==> src/rtl/cke_ctrl_pkg.sv <==
package cke_ctrl_pkg;

    typedef enum logic [2:0] {
        ST_IDLE,
        ST_COUNT,
        ST_PD_ACT,
        ST_PD_PRE,
        ST_PD_EXIT,
        ST_SR,
        ST_SR_EXIT
    } cke_state_e;

    typedef enum logic [1:0] {
        LP_NONE = 2'b00,
        LP_PRE  = 2'b01,
        LP_ACT  = 2'b10,
        LP_SELF = 2'b11
    } lp_mode_e;

    typedef struct packed {
        cke_state_e state;
        logic       cke;
        logic       hold;
        lp_mode_e   mode;
        logic       sr_flag;
    } cke_regs_t;

endpackage

==> src/rtl/cke_idle_detect.sv <==
module cke_idle_detect (
    input  logic cmd_dly_done,
    input  logic rdfifo_empty,
    input  logic cmd_fifo_nempty,
    output logic if_idle,
    output logic wake
);
    // Idle needs every outstanding delay expired, no read data in flight
    // and nothing queued; any queued command is a wake-up event.
    always_comb begin
        wake    = cmd_fifo_nempty;
        if_idle = cmd_dly_done && rdfifo_empty && !cmd_fifo_nempty;
    end
endmodule

==> src/rtl/cke_dly_counter.sv <==
module cke_dly_counter #(
    parameter int W = 8
) (
    input  logic         clk,
    input  logic         rst_n,
    input  logic         load,
    input  logic [W-1:0] load_val,
    output logic         done
);
    localparam logic [W-1:0] ONE = W'(1);

    logic [W-1:0] cnt_d, cnt_q;

    always_comb begin
        cnt_d = cnt_q;
        if (load)
            cnt_d = load_val;
        else if (cnt_q != '0)
            cnt_d = cnt_q - ONE;
    end

    always_ff @(negedge clk or negedge rst_n) begin
        if (!rst_n) cnt_q <= '0;
        else        cnt_q <= cnt_d;
    end

    // A loaded value of 0 or 1 both expire on the first edge after loading.
    assign done = (cnt_q <= ONE);
endmodule

==> src/rtl/sdram_cke_ctrl.sv <==
module sdram_cke_ctrl
    import cke_ctrl_pkg::*;
#(
    parameter int DLY_W = 8
) (
    input  logic             clk,
    input  logic             rst_n,
    input  logic             auto_pd_en,
    input  logic [DLY_W-1:0] pd_period,
    input  logic [DLY_W-1:0] exit_pd_dly,
    input  logic [DLY_W-1:0] sr_min_dly,
    input  logic [DLY_W-1:0] sr_exit_dly,
    input  logic             cmd_dly_done,
    input  logic             rdfifo_empty,
    input  logic             cmd_fifo_nempty,
    input  logic             row_open,
    input  logic             sr_req,
    output logic             cke,
    output logic             cmd_hold,
    output logic [1:0]       lp_mode,
    output logic             sr_active
);
    localparam cke_regs_t RESET_REGS = '{
        state:   ST_IDLE,
        cke:     1'b0,
        hold:    1'b1,
        mode:    LP_NONE,
        sr_flag: 1'b0
    };

    cke_regs_t        r_d, r_q;
    logic             if_idle, wake;
    logic             ld, cnt_done;
    logic [DLY_W-1:0] ld_val;

    cke_idle_detect u_idle (
        .cmd_dly_done    (cmd_dly_done),
        .rdfifo_empty    (rdfifo_empty),
        .cmd_fifo_nempty (cmd_fifo_nempty),
        .if_idle         (if_idle),
        .wake            (wake)
    );

    cke_dly_counter #(.W(DLY_W)) u_cnt (
        .clk      (clk),
        .rst_n    (rst_n),
        .load     (ld),
        .load_val (ld_val),
        .done     (cnt_done)
    );

    always_comb begin
        r_d    = r_q;
        ld     = 1'b0;
        ld_val = '0;

        unique case (r_q.state)
            ST_IDLE: begin
                if (sr_req) begin
                    r_d.state = ST_SR;
                    ld        = 1'b1;
                    ld_val    = sr_min_dly;
                end else if (auto_pd_en && if_idle) begin
                    r_d.state = ST_COUNT;
                    ld        = 1'b1;
                    ld_val    = pd_period;
                end
            end
            ST_COUNT: begin
                if (sr_req) begin
                    r_d.state = ST_SR;
                    ld        = 1'b1;
                    ld_val    = sr_min_dly;
                end else if (!auto_pd_en || !if_idle) begin
                    r_d.state = ST_IDLE;
                end else if (cnt_done) begin
                    r_d.state = row_open ? ST_PD_ACT : ST_PD_PRE;
                end
            end
            ST_PD_ACT, ST_PD_PRE: begin
                if (wake) begin
                    r_d.state = ST_PD_EXIT;
                    ld        = 1'b1;
                    ld_val    = exit_pd_dly;
                end
            end
            ST_PD_EXIT: begin
                if (cnt_done) r_d.state = ST_IDLE;
            end
            ST_SR: begin
                if (!sr_req && cnt_done) begin
                    r_d.state = ST_SR_EXIT;
                    ld        = 1'b1;
                    ld_val    = sr_exit_dly;
                end
            end
            ST_SR_EXIT: begin
                if (cnt_done) r_d.state = ST_IDLE;
            end
            default: r_d.state = ST_IDLE;
        endcase

        // Outputs are registered copies of what the next state implies.
        r_d.cke     = 1'b1;
        r_d.hold    = 1'b1;
        r_d.mode    = LP_NONE;
        r_d.sr_flag = 1'b0;
        unique case (r_d.state)
            ST_IDLE, ST_COUNT: r_d.hold = 1'b0;
            ST_PD_ACT: begin
                r_d.cke  = 1'b0;
                r_d.mode = LP_ACT;
            end
            ST_PD_PRE: begin
                r_d.cke  = 1'b0;
                r_d.mode = LP_PRE;
            end
            ST_SR: begin
                r_d.cke     = 1'b0;
                r_d.mode    = LP_SELF;
                r_d.sr_flag = 1'b1;
            end
            default: ;
        endcase
    end

    always_ff @(negedge clk or negedge rst_n) begin
        if (!rst_n) r_q <= RESET_REGS;
        else        r_q <= r_d;
    end

    assign cke       = r_q.cke;
    assign cmd_hold  = r_q.hold;
    assign lp_mode   = r_q.mode;
    assign sr_active = r_q.sr_flag;
endmodule

==> config.mk <==
export PLATFORM = sky130hd
export DESIGN_NAME = sdram_cke_ctrl
export DESIGN_NICKNAME = d
export VERILOG_FILES = /design/src/rtl/cke_ctrl_pkg.sv /design/src/rtl/cke_idle_detect.sv /design/src/rtl/cke_dly_counter.sv /design/src/rtl/sdram_cke_ctrl.sv
export SDC_FILE = /design/constraint.sdc
export NUM_CORES = 1
export LEC_CHECK = 0
export CAP_MARGIN = 20
export CORE_MARGIN = 5
export CORE_UTILIZATION = 41
export CTS_BUF_LIST = sky130_fd_sc_hd__clkbuf_4 sky130_fd_sc_hd__clkbuf_8
export DETAILED_ROUTE_END_ITERATION = 7
export PLACE_DENSITY = 0.78
export SETUP_SLACK_MARGIN = 0.1
export SLEW_MARGIN = 5
export SYNTH_ARGS = -nofsm -noshare
export SYNTH_HDL_FRONTEND = slang
export SYNTH_SLANG_ARGS = --single-unit
==> constraint.sdc <==
create_clock -name clk -period 2.1 [get_ports clk]
set_clock_uncertainty 0.1 [all_clocks]
set_input_delay 0.63 -clock clk [delete_from_list [all_inputs] [get_ports clk]]
set_output_delay 0.63 -clock clk [all_outputs]
set_load 0.005 [all_outputs]
==> results of run 1 <==
==> layout make-up <==
cell class                 instances  area (um^2)
inverter                           7        33.78
sequential                        16        401.6
timing repair buffer              74        668.1
clock inverter                     1        3.754
clock buffer                       4        36.28
multi-input combinational         92        957.2
fill                             185        665.6
tap                               31        38.79
==> worst min-delay path, stage by stage (launching register included) <==
cell,delay (ns)
sky130_fd_sc_hd__dfrtn_1,0.40
sky130_fd_sc_hd__xor2_1,0.18
sky130_fd_sc_hd__nand4_1,0.13
sky130_fd_sc_hd__nand3_1,0.08
==> path summary, 6_finish.rpt <==
check                                            from                         end  slack, ns  depth (start not counted)
min                        u_cnt.cnt_q[4]$_DFFE_NN0P_  u_cnt.cnt_q[4]$_DFFE_NN0P_       0.60                          3
min reg2reg                u_cnt.cnt_q[4]$_DFFE_NN0P_  u_cnt.cnt_q[4]$_DFFE_NN0P_       0.60                          3
max reg2reg                u_cnt.cnt_q[4]$_DFFE_NN0P_  u_cnt.cnt_q[2]$_DFFE_NN0P_      -0.17                          5
max in group asynchronous                       rst_n  u_cnt.cnt_q[0]$_DFFE_NN0P_       0.51                          2
min in group asynchronous                       rst_n         sr_active$_DFF_NN0_       1.00                          1
max                                   cmd_fifo_nempty               cke$_DFF_NN0_      -0.68                          6
==> layer usage <==
layer  up-vias  global-route usage  part of all wire
li1        640                   -                 -
met1       670              0.2745              0.36
met2       114              0.3934              0.47
met3        38             0.03972             0.095
met4         0              0.1425             0.072
met5         -                   0                 0
==> power groups by stage <==
stage	registers (mW)	clock network [mW]	logic [mW]
after CTS	0.591	0.215	1.27
after global placement	0.586	0.00596	1.11
after detailed placement	0.592	0.00596	1.16
final	0.604	0.230	1.33
after floorplan	0.578	0.00596	0.706
after global routing	0.619	0.241	1.45
==> logic make-up (layout without fill, tap and decap cells) <==
logic type	Yosys count	after routing	synth area share
AOI/OAI and AO/OA	37	38	0.2688
and+or+nand+nor	37	37	0.1955
DFF	16	16	0.3269
buffers and inverters	16	86	0.05702
muxes	12	12	0.1069
adders and majority gates	3	3	0.03055
xor gates and xnor gates	2	2	0.01426
==> sequential cells by signal, summed over array words and instances, names as in the netlist <==
name / flops
cke: 1
lp_mode: 2
u_cnt.cnt_q: 8
sr_active: 1
cmd_hold: 1
r_q: 3
==> per-stage QoR <==
step	hold slack [ns]	cells	cell area, um^2	setup WS, ns	setup TNS [ns]
2_1_floorplan	0.3834	123	1282	-0.8096	-10.40
3_3_place_gp	0.5600	213	1882	-1.349	-25.35
3_5_place_dp	0.5630	213	1882	-1.402	-26.40
4_1_cts	0.5646	224	2117	-0.6394	-10.55
5_1_grt	0.6461	225	2140	-0.7353	-13.16
6_report	0.5952	225	2140	-0.6809	-12.29
==> layout by cell type (no fill, tap or decap), drive strengths merged, types with 2 or more instances in the layout <==
master,Yosys,routed
o211ai,2,2
dlygate4sd2,0,15
a22oi,2,2
nor3,3,3
nor3b,3,3
nand3,3,3
buf,5,40
a21oi,2,2
nor4,2,2
a2bb2oi,4,4
o221a,3,3
ha,3,3
clkbuf,3,4
mux2i,3,3
a221o,3,3
xor2,2,2
o32ai,1,2
a221oi,4,4
dfrtn,15,15
nand4,4,4
nand3b,2,2
or4,3,3
a31oi,3,3
nor2,2,2
clkdlybuf4s50,0,18
and3,2,2
inv,8,8
nand2,5,5
a311oi,2,2
and2,2,2
mux2,9,9
a21boi,2,2
==> repair_timing <==
| action | in CTS | in global routing |
|---|---|---|
| cloned | 1 | 0 |
| pin swaps | 21 | 5 |
| setup endpoints to repair | 21 | 26 |
| resized for setup | 93 | 3 |
| setup buffers | 6 | 1 |
==> results.md, run 1 <==
* Number of port buffers at 44
* Number of buffers inserted during clock tree synthesis at 3
* Violations in the final reports: setup timing
* Status: complete, but fails checks
* Number of flip-flops and latches in the synthesized netlist at 16
* Count of flip-flops with a built-in enable after synthesis at 0
* Placeable core region at 0.002805 mm^2
* Clock network fraction of total power at 0.106
* Number of nets in the synthesized netlist at 166
* Switching Share at 0.4120
* Sort of element at the end of the critical path: flip-flop
* Count of buffer and inverter cells on the critical path at 2
* Detailed router's first-iteration violation count at 131
* TritonCTS clock tree: yes
* Area share of the largest cell type after synthesis at 0.3055
* Total leakage power at 0.9332 nW
* Area Overhead vs Synth at 74.13%
* Maximum resistive drop on vdd at 647.2 uV
* Num rows at 19
* Router iterations before antenna repair at 4
* Longest Clk Path Bufs at 2
* Maximum level of the CTS H-tree at 1
* Maximum number of pins on one net before global-route repair at 13
* RSZ-0062 raised after global routing: yes
* Worst Setup Slack, final at -0.6809 ns
* Cell type with the largest total area after synthesis: sky130_fd_sc_hd__dfrtn_1
* Yosys warning total at 0
* Final Hold Fails at 0
* Kind of cell adding the most delay to the critical path: simple AND/OR/NAND/NOR gates
* Synth Instances at 123
* Power density over the cells at 1014 mW/mm^2
* Worst skew pair latency at 0.31 ns
* Worst slew margin relative to its limit at 0.5371
* Post-DP HPWL at 3064 um
* Number of nets in the finished design at 238
* Transition time at the pin with the least slew margin at 0.6944 ns
* Post-route ant nets at 0
* Total routed wirelength at 4790 um
* Path class of the lowest-slack min-delay path: flip-flop to flip-flop
* Dominant cell by count in the synthesized netlist: sky130_fd_sc_hd__dfrtn_1
* Count of inserted antenna diode cells at 0
* Initial antenna violation count at 0
* Hold_buf cts at 0
* Routed len/inst at 21.29 um
* Power after layout at 2.169 mW
* Total via count after detailed routing at 1462
* Die X-Extent at 64.74 um
* Detailed-route vias per instance at 6.498
* Number of maximum-capacitance constraint violations at 0
* Data required time at the worst endpoint at 1.11 ns
* Switching power at 0.8934 mW
* Vias in the first global route at 1549
* Die footprint at 0.004191 mm^2
* CP max stage cell: sky130_fd_sc_hd__nand4b_1
* Post-synth cell types at 53
* Crit path kind: primary input to flip-flop
* Final Core Density at 0.7627
* List of cells traversed by the critical path: buf_6 -> nand4b_1 -> buf_4 -> nor4b_4 -> a2111o_1 -> a21boi_1
* Kind of launch point of the worst setup path: primary input
* Top cell types by occurrence after synthesis: sky130_fd_sc_hd__dfrtn_1 (15), sky130_fd_sc_hd__mux2_2 (9), sky130_fd_sc_hd__inv_1 (7), sky130_fd_sc_hd__nand2_1 (5)
* Wire length of the first global-routing pass at 7514 um
* Combinational power share at 0.615
* Top-Level Pins at 45
* Most used flip-flop cell after synthesis: sky130_fd_sc_hd__dfrtn_1
* Setup violations, final at 21
* Maximum fanout along the worst path at 4
* Grt ovf at 0
* Clock sink count at 16
* Largest stage delay on the critical path at 0.26 ns
* Async SR Flop Fraction at 1.000
* Share of post-route cells with drive strength above 1 at 0.4433
* Cell Int Power at 1.275 mW
* Max Transition Viols Final at 0
* Sequential group share of total power at 0.279
* Syn Std Cell Area at 0.001229 mm^2
* Residual DRC count at 0
* Final weighted congestion in routability-driven placement at 0.8546
* Portion of the post-synthesis area used by sequential elements at 0.3269
* Die extent in y at 64.74 um
* Initial Util at 0.4380
* Arrival time reported for the critical path endpoint at 1.79 ns
* Total routing usage reported by global routing at 0.2327
* Clock-pin slew on the worst setup and hold paths at 0.08 ns
* Root Buffer: sky130_fd_sc_hd__clkbuf_4
* Avg Inst Size Synth at 9.989 um^2
* Top area cells in the synthesized netlist: sky130_fd_sc_hd__dfrtn_1 (31%), sky130_fd_sc_hd__mux2_2 (8.2%), sky130_fd_sc_hd__ha_1 (3.1%), sky130_fd_sc_hd__a221oi_1 (2.9%), sky130_fd_sc_hd__a2bb2oi_1 (2.9%)
No activity file was read; power rests on OpenSTA's default activity.
==> run 2, diff against run 1 <==
--- a/config.mk
+++ b/config.mk
@@ -11,7 +11,7 @@
 export CTS_BUF_LIST = sky130_fd_sc_hd__clkbuf_4 sky130_fd_sc_hd__clkbuf_8
 export DETAILED_ROUTE_END_ITERATION = 7
 export PLACE_DENSITY = 0.78
-export SETUP_SLACK_MARGIN = 0.1
+export SETUP_SLACK_MARGIN = 0.3
 export SLEW_MARGIN = 5
 export SYNTH_ARGS = -nofsm -noshare
 export SYNTH_HDL_FRONTEND = slang
==> run 2 against run 1 <==
Against the previous run:
- wire length decreased by 2.6%
- sequential share of layout area decreased by 0.098 points
- worst hold slack improved by 0.0069 ns
- cell count increased by 0.89%
- core utilization increased by 0.40 points
- sequential power about the same
- global-route usage increased by 0.21 points
- sequential cell count unchanged
- total power increased by 1.0%
- the run still ends with setup timing left
- critical path depth unchanged
==> results.md, run 2 (synthesis gave the netlist of run 1 again) <==
* Status: complete, but fails checks
* Violations in the final reports: setup timing
* Crit path kind: primary input to flip-flop
* Flip-flop count of the largest register, all copies and words added at 8
* Count of inserted antenna diode cells at 0
* Routed metal-1 wire length at 1876 um
* Depth of the worst register-to-register path at 5
* Longest Clk Path Bufs at 2
* Count of buffer and inverter cells on the critical path at 2
* Power density over the cells at 1019 mW/mm^2
* Die X-Extent at 64.74 um
* Path class of the lowest-slack min-delay path: flip-flop to flip-flop
* Cells after DPL at 213
* Worst slew margin relative to its limit at 0.5319
* Total leakage power at 0.9355 nW
* Number of buffers inserted during clock tree synthesis at 3
* Slack of the worst reg-to-reg path at -0.13 ns
* CP max stage cell: sky130_fd_sc_hd__a2111o_1
* Routed len/inst at 20.56 um
* Area Overhead vs Synth at 75.05%
* Sort of element at the end of the critical path: flip-flop
* Capture instance of the worst register-to-register path: u_cnt.cnt_q[2]$_DFFE_NN0P_
* Kind of cell adding the most delay to the critical path: compound AO/OA/AOI/OAI gates
* Cell area after placement at 0.001882 mm^2
* Detailed router's first-iteration violation count at 108
* Endpoint, Worst Hold: u_cnt.cnt_q[4]$_DFFE_NN0P_
* Die footprint at 0.004191 mm^2
* Register ranked first by flip-flop count: u_cnt.cnt_q
* RSZ-0062 raised after global routing: yes
* Post-route ant nets at 0
* Maximum level of the CTS H-tree at 1
* Wire length of the first global-routing pass at 7555 um
* Setup violations, final at 21
* Most used cells in the layout excluding fill and tap cells: sky130_fd_sc_hd__buf_4 (27), sky130_fd_sc_hd__clkdlybuf4s50_1 (18), sky130_fd_sc_hd__dlygate4sd2_1 (16), sky130_fd_sc_hd__dfrtn_1 (15), sky130_fd_sc_hd__buf_6 (9)
* Number of port buffers at 44
* TritonCTS clock tree: yes
* Detailed-route vias per instance at 6.273
* Placeable core region at 0.002805 mm^2
* Worst skew pair latency at 0.30 ns
* Max Transition Viols Final at 0
* Top layer used by detailed routing: met4
* Sum Neg Setup Slack at -11.78 ns
* Pre-CTS setup slack at -1.402 ns
* Maximum number of pins on one net before global-route repair at 13
* List of cells traversed by the critical path: buf_6 -> nand4b_1 -> buf_4 -> nor4b_4 -> a2111o_1 -> a21boi_2
* Final Cell Area at 0.002151 mm^2
* Die extent in y at 64.74 um
* DR WL met2 at 2290 um
* Number of fill cells at 179
* Power after layout at 2.191 mW
* Total via count after detailed routing at 1424
* Kind of launch point of the worst setup path: primary input
* Total routing usage reported by global routing at 0.2348
* Vias in the first global route at 1552
* Most common cell after layout, fill and taps aside: sky130_fd_sc_hd__buf_4
* Maximum resistive drop on vdd at 596.2 uV
* Non-filler instance count after layout at 227
* Total routed wirelength at 4666 um
* Final weighted congestion in routability-driven placement at 0.8546
* Hold_buf cts at 0
* Initial Util at 0.4380
* Arrival time reported for the critical path endpoint at 1.76 ns
* Root Buffer: sky130_fd_sc_hd__clkbuf_4
* Residual DRC count at 0
* Router iterations before antenna repair at 4
* Largest stage delay on the critical path at 0.50 ns
* Grt ovf at 0
* Final Core Density at 0.7667
* Post-DP HPWL at 3064 um
* Data required time at the worst endpoint at 1.11 ns
* Origin of the critical flop-to-flop path: u_cnt.cnt_q[4]$_DFFE_NN0P_
* Top-Level Pins at 45
* Number of maximum-capacitance constraint violations at 0
* Num rows at 19
* Transition time at the pin with the least slew margin at 0.7021 ns
* Clock sink count at 16
* Worst hold path cell count at 3
* Worst-case hold slack at 0.6021 ns
* Clock-pin slew on the worst setup and hold paths at 0.07 ns
* Share of post-route cells with drive strength above 1 at 0.4490
* HP Start: u_cnt.cnt_q[4]$_DFFE_NN0P_
* Number of nets in the finished design at 240
* Final Hold Fails at 0
* Initial antenna violation count at 0
* Routed length on met3 at 306 um
* Worst Setup Slack, final at -0.6511 ns
* Maximum fanout along the worst path at 4
## run 2: cell types whose count changed in the layout (fill, tap and decap cells not counted)
cell / change
sky130_fd_sc_hd__buf_4: +2
sky130_fd_sc_hd__dlygate4sd2_1: +1
sky130_fd_sc_hd__dlymetal6s2s_1: -1
## run 2: layer usage
metal,GRT usage,vias to the layer above
li1,-,644
met1,0.2860,670
met2,0.3831,92
met3,0.04318,18
met4,0.1451,0
met5,0,-
## run 2: what timing repair did
action,CTS,global route
gates resized for setup,94,2
setup endpoints to repair,37,21
pin swaps,21,4
cloned,1,0
setup buffers,6,3
## run 2: final cells by class
| class | count | area, um^2 | area share |
|---|---|---|---|
| clock buffers | 4 | 36.28 | 0.01687 |
| clock inverters | 1 | 3.754 | 0.001745 |
| inverters | 7 | 33.78 | 0.01571 |
| multi-input cells | 92 | 957.2 | 0.4450 |
| flip-flops and latches | 16 | 401.6 | 0.1867 |
| well taps | 31 | 38.79 | 0.01803 |
| repair buffers | 76 | 679.4 | 0.3159 |
## run 2: worst min-delay path, stage by stage, from the launching register on
cell and delay [ns]:
sky130_fd_sc_hd__dfrtn_1 0.40, sky130_fd_sc_hd__xor2_1 0.18, sky130_fd_sc_hd__nand4_1 0.13, sky130_fd_sc_hd__nand3_1 0.08
## run 2: how the worst max path moves through the flow
| stage | startpoint | endpoint | slack (ns) | cells past startpoint |
|---|---|---|---|---|
| 2_1_floorplan | cmd_fifo_nempty | u_cnt.cnt_q[1]$_DFFE_NN0P_ | -0.81 | 5 |
| 3_3_place_gp | sr_req | lp_mode[1]$_DFF_NN0_ | -1.35 | 6 |
| 3_5_place_dp | sr_req | lp_mode[1]$_DFF_NN0_ | -1.40 | 6 |
| 4_1_cts | cmd_hold$_DFF_NN1_ | cmd_hold | -0.64 | 1 |
| 5_1_grt | cmd_fifo_nempty | cke$_DFF_NN0_ | -0.69 | 6 |
| 6_report | rdfifo_empty | lp_mode[0]$_DFF_NN0_ | -0.65 | 6 |
## run 2: power by group
group          switching (mW)  total (mW)  internal (mW)
combinational           0.638        1.36          0.724
clock                   0.115       0.223          0.108
sequential              0.137       0.605          0.468
total                   0.889        2.19           1.30
